--- src/rtl/sai_pkg.sv ---
package sai_pkg;

  typedef enum logic [2:0] {
    ST_IDLE = 3'd0,
    ST_PRE  = 3'd1,
    ST_WAIT = 3'd2,
    ST_MUL  = 3'd3,
    ST_RUN  = 3'd4
  } sai_state_e;

  // Per-cycle strobes from the sequencer to the datapath
  typedef struct packed {
    logic ld;
    logic pre_step;
    logic scale;
    logic mul_start;
    logic work_load;
    logic pix_step;
    logic edge_adv;
  } sai_ctl_t;

endpackage

--- src/rtl/sai_ctrl.sv ---
module sai_ctrl
  import sai_pkg::*;
#(
  parameter int SW = 2,
  parameter int LW = 12
) (
  input  logic          clk,
  input  logic          rst_n,
  input  logic [SW-1:0] slice_id,
  input  logic          ld_valid,
  input  logic [SW-1:0] ld_line_lo,
  input  logic          span_go,
  input  logic [LW-1:0] span_len,
  input  logic          pix_ready,
  input  logic          mul_done,
  output sai_ctl_t      ctl,
  output logic          span_rdy,
  output logic          pix_valid,
  output logic          pix_last
);

  sai_state_e    st_q, st_d;
  logic [SW-1:0] cnt_q, cnt_d;
  logic [LW-1:0] rem_q, rem_d;

  always_comb begin
    st_d  = st_q;
    cnt_d = cnt_q;
    rem_d = rem_q;
    ctl   = '0;
    if (ld_valid) begin
      ctl.ld = 1'b1;
      st_d   = ST_PRE;
      cnt_d  = slice_id - ld_line_lo;
    end else begin
      unique case (st_q)
        ST_PRE: begin
          if (cnt_q != '0) begin
            ctl.pre_step = 1'b1;
            cnt_d        = cnt_q - SW'(1);
          end else begin
            ctl.scale = 1'b1;
            st_d      = ST_WAIT;
          end
        end
        ST_WAIT: begin
          if (span_go) begin
            if (span_len == '0) begin
              ctl.edge_adv = 1'b1;
            end else begin
              ctl.mul_start = 1'b1;
              rem_d         = span_len;
              st_d          = ST_MUL;
            end
          end
        end
        ST_MUL: begin
          if (mul_done) begin
            ctl.work_load = 1'b1;
            st_d          = ST_RUN;
          end
        end
        ST_RUN: begin
          if (pix_ready) begin
            if (rem_q == LW'(1)) begin
              ctl.edge_adv = 1'b1;
              st_d         = ST_WAIT;
            end else begin
              ctl.pix_step = 1'b1;
              rem_d        = rem_q - LW'(1);
            end
          end
        end
        default: ;
      endcase
    end
  end

  always_ff @(posedge clk or negedge rst_n) begin
    if (!rst_n) begin
      st_q  <= ST_IDLE;
      cnt_q <= '0;
      rem_q <= '0;
    end else begin
      st_q  <= st_d;
      cnt_q <= cnt_d;
      rem_q <= rem_d;
    end
  end

  assign span_rdy  = (st_q == ST_WAIT);
  assign pix_valid = (st_q == ST_RUN);
  assign pix_last  = pix_valid && (rem_q == LW'(1));

endmodule

--- src/rtl/sai_shift_mul.sv ---
module sai_shift_mul #(
  parameter int DW = 32,
  parameter int XB = 4
) (
  input  logic          clk,
  input  logic          rst_n,
  input  logic          clr,
  input  logic          start,
  input  logic [XB-1:0] xerr,
  input  logic [DW-1:0] mcand,
  output logic          done,
  output logic [DW-1:0] corr
);

  localparam int PW = DW + XB;
  localparam int CW = (XB > 1) ? $clog2(XB) : 1;

  logic                 busy_q, busy_d;
  logic [CW-1:0]        cnt_q, cnt_d;
  logic [XB-1:0]        xsh_q, xsh_d;
  logic signed [PW-1:0] msh_q, msh_d;
  logic signed [PW-1:0] prod_q, prod_d;
  logic signed [PW-1:0] addend, prod_sum;

  assign addend   = xsh_q[0] ? msh_q : '0;
  assign prod_sum = prod_q + addend;
  assign done     = busy_q && (cnt_q == CW'(XB - 1));
  // product already carries XB fraction bits of the offset: drop them
  assign corr     = prod_sum[PW-1:XB];

  always_comb begin
    busy_d = busy_q;
    cnt_d  = cnt_q;
    xsh_d  = xsh_q;
    msh_d  = msh_q;
    prod_d = prod_q;
    if (clr) begin
      busy_d = 1'b0;
    end else if (start) begin
      busy_d = 1'b1;
      cnt_d  = '0;
      xsh_d  = xerr;
      msh_d  = {{XB{mcand[DW-1]}}, mcand};
      prod_d = '0;
    end else if (busy_q) begin
      prod_d = prod_sum;
      msh_d  = msh_q <<< 1;
      xsh_d  = xsh_q >> 1;
      cnt_d  = cnt_q + CW'(1);
      if (done) busy_d = 1'b0;
    end
  end

  always_ff @(posedge clk or negedge rst_n) begin
    if (!rst_n) begin
      busy_q <= 1'b0;
      cnt_q  <= '0;
      xsh_q  <= '0;
      msh_q  <= '0;
      prod_q <= '0;
    end else begin
      busy_q <= busy_d;
      cnt_q  <= cnt_d;
      xsh_q  <= xsh_d;
      msh_q  <= msh_d;
      prod_q <= prod_d;
    end
  end

endmodule

--- src/rtl/sai_datapath.sv ---
module sai_datapath
  import sai_pkg::*;
#(
  parameter int DW = 32,
  parameter int SH = 2
) (
  input  logic          clk,
  input  logic          rst_n,
  input  sai_ctl_t      ctl,
  input  logic [DW-1:0] ld_f,
  input  logic [DW-1:0] ld_dedge,
  input  logic [DW-1:0] ld_dx,
  input  logic [DW-1:0] corr,
  output logic [DW-1:0] dx,
  output logic [DW-1:0] work
);

  logic [DW-1:0] f_q, f_d;
  logic [DW-1:0] de_q, de_d;
  logic [DW-1:0] dx_q, dx_d;
  logic [DW-1:0] wk_q, wk_d;

  always_comb begin
    f_d  = f_q;
    de_d = de_q;
    dx_d = dx_q;
    wk_d = wk_q;
    if (ctl.ld) begin
      f_d  = ld_f;
      de_d = ld_dedge;
      dx_d = ld_dx;
    end else begin
      if (ctl.pre_step || ctl.edge_adv) f_d = f_q + de_q;
      if (ctl.scale)     de_d = de_q << SH;
      if (ctl.work_load) wk_d = f_q + corr;
      if (ctl.pix_step)  wk_d = wk_q + dx_q;
    end
  end

  always_ff @(posedge clk or negedge rst_n) begin
    if (!rst_n) begin
      f_q  <= '0;
      de_q <= '0;
      dx_q <= '0;
      wk_q <= '0;
    end else begin
      f_q  <= f_d;
      de_q <= de_d;
      dx_q <= dx_d;
      wk_q <= wk_d;
    end
  end

  assign dx   = dx_q;
  assign work = wk_q;

endmodule

--- src/rtl/scan_attr_interp.sv ---
module scan_attr_interp
  import sai_pkg::*;
#(
  parameter int DW    = 32,
  parameter int XB    = 4,
  parameter int LW    = 12,
  parameter int LANES = 4
) (
  input  logic                       clk,
  input  logic                       rst_n,
  input  logic [$clog2(LANES)-1:0]   slice_id,
  input  logic                       ld_valid,
  input  logic [$clog2(LANES)-1:0]   ld_line_lo,
  input  logic [DW-1:0]              ld_f,
  input  logic [DW-1:0]              ld_dedge,
  input  logic [DW-1:0]              ld_dx,
  input  logic                       span_go,
  input  logic [XB-1:0]              span_xerr,
  input  logic [LW-1:0]              span_len,
  output logic                       span_rdy,
  output logic                       pix_valid,
  input  logic                       pix_ready,
  output logic [DW-1:0]              pix_data,
  output logic                       pix_last
);

  localparam int SW = $clog2(LANES);

  sai_ctl_t      ctl;
  logic          mul_done;
  logic [DW-1:0] corr;
  logic [DW-1:0] dx;

  sai_ctrl #(.SW(SW), .LW(LW)) u_ctrl (
    .clk        (clk),
    .rst_n      (rst_n),
    .slice_id   (slice_id),
    .ld_valid   (ld_valid),
    .ld_line_lo (ld_line_lo),
    .span_go    (span_go),
    .span_len   (span_len),
    .pix_ready  (pix_ready),
    .mul_done   (mul_done),
    .ctl        (ctl),
    .span_rdy   (span_rdy),
    .pix_valid  (pix_valid),
    .pix_last   (pix_last)
  );

  sai_shift_mul #(.DW(DW), .XB(XB)) u_mul (
    .clk   (clk),
    .rst_n (rst_n),
    .clr   (ctl.ld),
    .start (ctl.mul_start),
    .xerr  (span_xerr),
    .mcand (dx),
    .done  (mul_done),
    .corr  (corr)
  );

  sai_datapath #(.DW(DW), .SH(SW)) u_dp (
    .clk      (clk),
    .rst_n    (rst_n),
    .ctl      (ctl),
    .ld_f     (ld_f),
    .ld_dedge (ld_dedge),
    .ld_dx    (ld_dx),
    .corr     (corr),
    .dx       (dx),
    .work     (pix_data)
  );

endmodule

--- config.mk ---
export PLATFORM = sky130hd
export DESIGN_NAME = scan_attr_interp
export DESIGN_NICKNAME = d
export VERILOG_FILES = /design/src/rtl/sai_pkg.sv /design/src/rtl/sai_ctrl.sv /design/src/rtl/sai_shift_mul.sv /design/src/rtl/sai_datapath.sv /design/src/rtl/scan_attr_interp.sv
export SDC_FILE = /design/constraint.sdc
export NUM_CORES = 1
export LEC_CHECK = 0
export BUFFER_PORTS_ARGS = -buffer_cell sky130_fd_sc_hd__buf_2
export CAP_MARGIN = 40
export CORE_MARGIN = 1
export CORE_UTILIZATION = 30
export CTS_CLUSTER_SIZE = 16
export DETAILED_ROUTE_END_ITERATION = 6
export GPL_TIMING_DRIVEN = 0
export PLACE_DENSITY = 0.46
export SLEW_MARGIN = 20
export SYNTH_ARGS = -nofsm -noshare
export SYNTH_HDL_FRONTEND = slang
export SYNTH_SLANG_ARGS = --single-unit
--- constraint.sdc ---
create_clock -name clk -period 5.2 [get_ports clk]
set_input_delay 0 -clock clk [delete_from_list [all_inputs] [get_ports clk]]
set_output_delay 0 -clock clk [all_outputs]
set_load 0.01 [all_outputs]
# == Word-level counts from Yosys, hierarchy flattened ==
# Cells that the tools add are included.
# Widths: inputs -> output; s select.
# classes
eq_ne,16
n_mux,52
n_bitwise,2
reduce_logical,18
n_addsub,8
# op_table
operator,n
$mux 32,6
$mux 36,5
$add 32x32->32,3
$mux 12,4
$add 36x36->36,1
$pmux 12 s2,1
$mux 3,7
$ne 3x3->1 const B,6
$mux 1,17
$reduce_bool 2->1,8
$mux 2,7
$eq 12x1->1 const B,1
$logic_not 12->1,1
$pmux 3 s4,1
$sub 12x1->12 const B,1
$mux 4,2
$ne 2x2->1 const B,4
$reduce_and 7->1,1
$eq 3x2->1 const B,2
$mux 6,1
$reduce_and 2->1,3
$reduce_and 6->1,1
$reduce_bool 5->1,1
$eq 3x1->1 const B,1
other kinds (9),11
# word_totals
inputBits,121
reg_bits,224

# == Longest topological paths before layout ==
# logic_depth
depth_word,8
mapped_depth,24
mapped_depth_nobuf,22

# == Modules after synthesis ==
# Synthesis repeated with hierarchy kept, for this count alone.
# hier_totals
cells_unflattened,1969
hier_area_um2,17246.5
# modules_own_cells
mod,cells_each,seq_area_each_um2,area_per_inst_um2,instances
sai_datapath,1205,3203.1,10480.1,1
sai_shift_mul,611,1976.9,5514.0,1
sai_ctrl,153,425.4,1252.5,1

# == Worst setup path before layout ==
# No wires, ideal clock.
# synth_timing
path_kind,register -> register
startpoint,register u_mul.xsh_q[0]
endpoint,"register u_dp.wk_q[31], in the netlist u_dp.work[31]"
slack_ns,0.265
path_stages_with_launch,23
synth_period_minus_slack_ns,4.935
path_buffers,1
setup_time_ns,0.090
arrival_time_ns,4.845
cell_sequence,dfrtp_1 > clkbuf_1 > and2_1 > ha_1 > fa_1 > a211oi_1 > o211ai_1 > a41oi_1 > o21bai_1 > a21oi_1 > o21ai_0 > xor2_1 > ha_1 > and3_1 > and4_1 > nand3_1 > a21oi_1 > a31oi_1 > o31ai_1 > a21boi_0 > a211o_1 > xnor3_1 > o2111ai_1
# synth_via
elab_chain_len,5
# synth_rtl
item,line,rtl
from (decl),sai_shift_mul.sv:20,"logic [XB-1:0] xsh_q, xsh_d;"
from (signal assigned),sai_shift_mul.sv:64,xsh_q <= xsh_d;
$mux 36,sai_shift_mul.sv:25,assign addend = xsh_q[0] ? msh_q : '0;
$add 36x36->36,sai_shift_mul.sv:26,assign prod_sum = prod_q + addend;
$add 32x32->32,sai_datapath.sv:35,if (ctl.work_load) wk_d = f_q + corr;
$mux 32,sai_datapath.sv:35,
$mux 32,sai_datapath.sv:36,if (ctl.pix_step) wk_d = wk_q + dx_q;
to (signal assigned),sai_datapath.sv:50,wk_q <= wk_d;
to (decl),sai_datapath.sv:21,"logic [DW-1:0] wk_q, wk_d;"
# Every way passes these cells. The select of a mux whose other input is x is not followed.
# A chain may end at the register's enable or synchronous reset.

# == Worst setup path in the final report ==
# layout_timing
startpoint,register u_mul.xsh_q[0]
endpoint,"register u_dp.wk_q[26], in the netlist u_dp.work[26]"
# The elaborated chain is that of the path after synthesis.

==> impl_metrics.env <==
export IMPL_status="finished clean"
export IMPL_seq_area_um2=5607
export IMPL_rows=85
export IMPL_netlist_area_um2=16390
export IMPL_max_vdd_ir_drop_mv=0.2674
export IMPL_dp_slack_ns=-1.175
export IMPL_first_iter_violations=1096
export IMPL_clockRootBuffer="clkbuf_16"
export IMPL_start_util=0.3040
export IMPL_slew_headroom=0.4217
export IMPL_grt_start_max_net_pins=85
export IMPL_worstSetupEndpointType="register"
export IMPL_max_cap_viol_count=0
export IMPL_path_max_fanout=10
export IMPL_io_buffer_count=155
export IMPL_p_leak_uw=0.009752
export IMPL_cts_tree="built"
export IMPL_cts_buffers=30
export IMPL_hold_ws_ns=0.05809
export IMPL_first_pass_iters=6
export IMPL_finalMaxSlewViolations=0
export IMPL_syn2layout_area_growth_pct=28.93
export IMPL_drc=0
export IMPL_final_period_utilization=0.9623
export IMPL_antenna_found_initial=3
export IMPL_postSynthAreaPerCell_um2=8.407
export IMPL_crit_type="reg2reg"
export IMPL_io_pins=156
export IMPL_fmax_mhz=199.8
export IMPL_power_uw=12000
export IMPL_synthFlopType="dfrtp_1"
export IMPL_diodes=0
export IMPL_routed_wl_um=62340
export IMPL_grtUsageTotal=0.2220
export IMPL_grt_pass1_wl_um=95450
export IMPL_hold_class="in2async"
export IMPL_htreeDepth=1
export IMPL_clock_skew_ns=0.01247
export IMPL_overflow=0
export IMPL_setup_viol=0
export IMPL_num_vias=15940
export IMPL_via_per_inst=5.308
export IMPL_clk_latency_ns=0.58
export IMPL_crit_arrival_ns=5.49
export IMPL_power_density_nw_per_um2=567.6
export IMPL_netlist_instances=1950
export IMPL_postRouteAntennaNets=0
export IMPL_final_nets=2547
export IMPL_setup_ws_ns=0.1960
export IMPL_critPathLaunchType="register"
export IMPL_rsz0062_at_grt="true"
export IMPL_synth_seq_area_share=0.3419
export IMPL_hpwl_um=47760
export IMPL_worst_slew_pin_slew_ns=0.8675
export IMPL_multiInputGateArea_um2=10900
export IMPL_r2r_setup_slack_ns=0.20
export IMPL_gp_congestion=0.9241
export IMPL_core_area_um2=53920
export IMPL_synth_cell_type_count=73
export IMPL_dieWidth_um=235.8
export IMPL_clkTransAtPathRegs_ns=0.06
export IMPL_clock_path_buffers=3
export IMPL_drive_gt1_frac=0.1631
export IMPL_nFillCells=5560
export IMPL_synth_edf_count=0
export IMPL_stdcell_count=3002
export IMPL_dieHeight_um=235.8
export IMPL_syn_nets=2211
export IMPL_grt_pass1_vias=15520
export IMPL_period_minus_slack_ns=5.004
export IMPL_dp_cells=2805
export IMPL_synthArstFlopShare=1.000
export IMPL_final_hold_viol_count=0
export IMPL_ys_warn_count=0
export IMPL_dieArea_um2=55580
export IMPL_ys_seq_elements=224
export IMPL_cts_sinks=224
export IMPL_routed_wire_length_per_instance_um=20.77
export IMPL_required_ns=5.69
[cell usage in the layout (no fill, tap or decap), drive strengths merged, types with 5 or more instances in the layout]
master and count:
o21ai 139, a21oi 201, o31ai 11, nand3 37
nor2 176, nand4 9, mux2 34, buf 206
and2 43, ha 136, clkbuf 114, o21a 10
nand2b 14, and3 19, a41oi 5, o21bai 17
a31oi 54, dlygate4sd3 117, a31o 7, or3 10
a211oi 38, a22o 5, mux2i 37, a21boi 8
nor2b 8, nand2 282, o221ai 5, nor4 12
xnor2 62, inv 43, a21o 63, a211o 10
xor2 46, nor3 22, dfrtp 224, a22oi 6
o211ai 12
[critical path, stage by stage, from the launching register on]
cell	delay [ns]
dfrtp_2	0.46
buf_2	0.20
and2_1	0.18
ha_1	0.39
a21o_1	0.20
o21ai_0	0.26
a21boi_2	0.29
o21ai_0	0.16
xor2_1	0.19
buf_4	0.17
ha_1	0.36
and2_2	0.25
nand3_4	0.09
o41ai_4	0.44
nor3_4	0.15
o41ai_4	0.40
a21o_1	0.18
a21oi_2	0.06
xnor2_1	0.18
nand2_1	0.10
a22oi_2	0.19
[what timing repair did]
item | CTS | global route
gates resized for setup | 33 | 82
endpoints found under the hold margin | 208 | 0
pin swaps | 8 | 42
setup buffers | 8 | 21
hold buffers | 117 | 0
endpoints found under the setup margin | 20 | 14
[worst paths after layout]
| path | startpoint | endpoint | depth (start not counted) |
|---|---|---|---|
| max in group asynchronous | rst_n | u_mul.xsh_q[0] | 3 |
| hold / removal | rst_n | u_dp.f_q[4] | 2 |
| hold reg to reg | u_dp.work[0] | u_dp.work[0] | 2 |
| setup reg to reg | u_mul.xsh_q[0] | u_dp.work[26] | 20 |
| setup / recovery | u_mul.xsh_q[0] | u_dp.work[26] | 20 |
| min in group clk | span_go | u_mul.prod_q[34] | 4 |
[final cells by class]
class	count	area share
clock inverter	6	0.002841
tap	696	0.04120
clock buffer	46	0.04363
buffer	84	0.01563
multi-input combinational	1595	0.5157
inverter	44	0.007814
sequential	224	0.2653
timing repair buffer	307	0.1080
[cell families after synthesis]
family | after synthesis | synth area share
DFF | 224 | 0.3419
buffers and inverters | 131 | 0.03076
muxes | 71 | 0.04595
and+or+nand+nor | 650 | 0.1762
xor gates and xnor gates | 109 | 0.05908
adders and majority gates | 140 | 0.1087
AOI/OAI and AO/OA | 625 | 0.2374
[metrics by stage]
| step | utilization | cell area (µm²) | setup TNS (ns) |
|---|---|---|---|
| after floorplan | - | 16390 | 0 |
| after detailed placement | 0.3363 | 18130 | -12.75 |
| after global routing | 0.3920 | 21140 | -0.1104 |
| after CTS | 0.3800 | 20490 | -0.04004 |
| after global placement | 0.3346 | 18040 | -86.54 |
| final | 0.3920 | 21140 | 0 |
[Yosys cell counts, types with 5 or more instances]
library cell | count | area [µm²]
nor4_1 | 11 | 68.82
mux2i_1 | 37 | 370.4
nor3_1 | 22 | 110.1
and2_1 | 43 | 269.0
a31o_2 | 7 | 61.31
a31oi_1 | 54 | 337.8
o221ai_1 | 5 | 43.79
a21oi_1 | 201 | 1006
o21ai_0 | 137 | 685.7
clkbuf_1 | 71 | 266.5
nor2b_1 | 8 | 50.05
o211ai_1 | 12 | 90.09
a211oi_1 | 37 | 277.8
nor2_1 | 176 | 660.6
and3_1 | 19 | 118.9
xor2_1 | 46 | 402.9
nand4_1 | 9 | 56.30
a21o_1 | 63 | 473.0
mux2_2 | 34 | 382.9
a22o_1 | 5 | 43.79
o31ai_1 | 10 | 75.07
dfrtp_1 | 224 | 5605
or3_1 | 9 | 56.30
buf_1 | 12 | 45.04
a21boi_0 | 8 | 60.06
inv_1 | 43 | 161.4
a211o_1 | 10 | 87.58
a22oi_1 | 6 | 45.04
ha_1 | 136 | 1702
o21bai_1 | 17 | 127.6
nand3_1 | 37 | 185.2
xnor2_1 | 62 | 543.0
o21a_1 | 10 | 75.07
nand2b_1 | 14 | 87.58
nand2_1 | 282 | 1059
[state kept, by name, indices dropped and copies added, names as in the netlist]
name,cells
u_dp.de_q,32
u_ctrl.st_q,3
u_dp.dx,32
u_mul.cnt_q,2
u_mul.msh_q,36
u_dp.work,32
u_ctrl.rem_q,12
u_ctrl.cnt_q,2
u_mul.busy_q,1
u_dp.f_q,32
u_mul.prod_q,36
u_mul.xsh_q,4
[power by group]
group          leakage [µW]  switching, µW  internal (µW)
clock network      0.000480            846           1250
logic               0.00646           3970           3050
registers           0.00281            604           2280
total               0.00975           5420           6580
[routing by layer]
layer / part of all wire / global-route usage / wire length, µm
met1: 0.48 / 0.3214 / 30170
met2: 0.44 / 0.3488 / 27700
met3: 0.046 / 0.02638 / 2861
met4: 0.026 / 0.05526 / 1611
met5: 0 / 0 / 0
No activity file was read; power rests on OpenSTA's default activity.
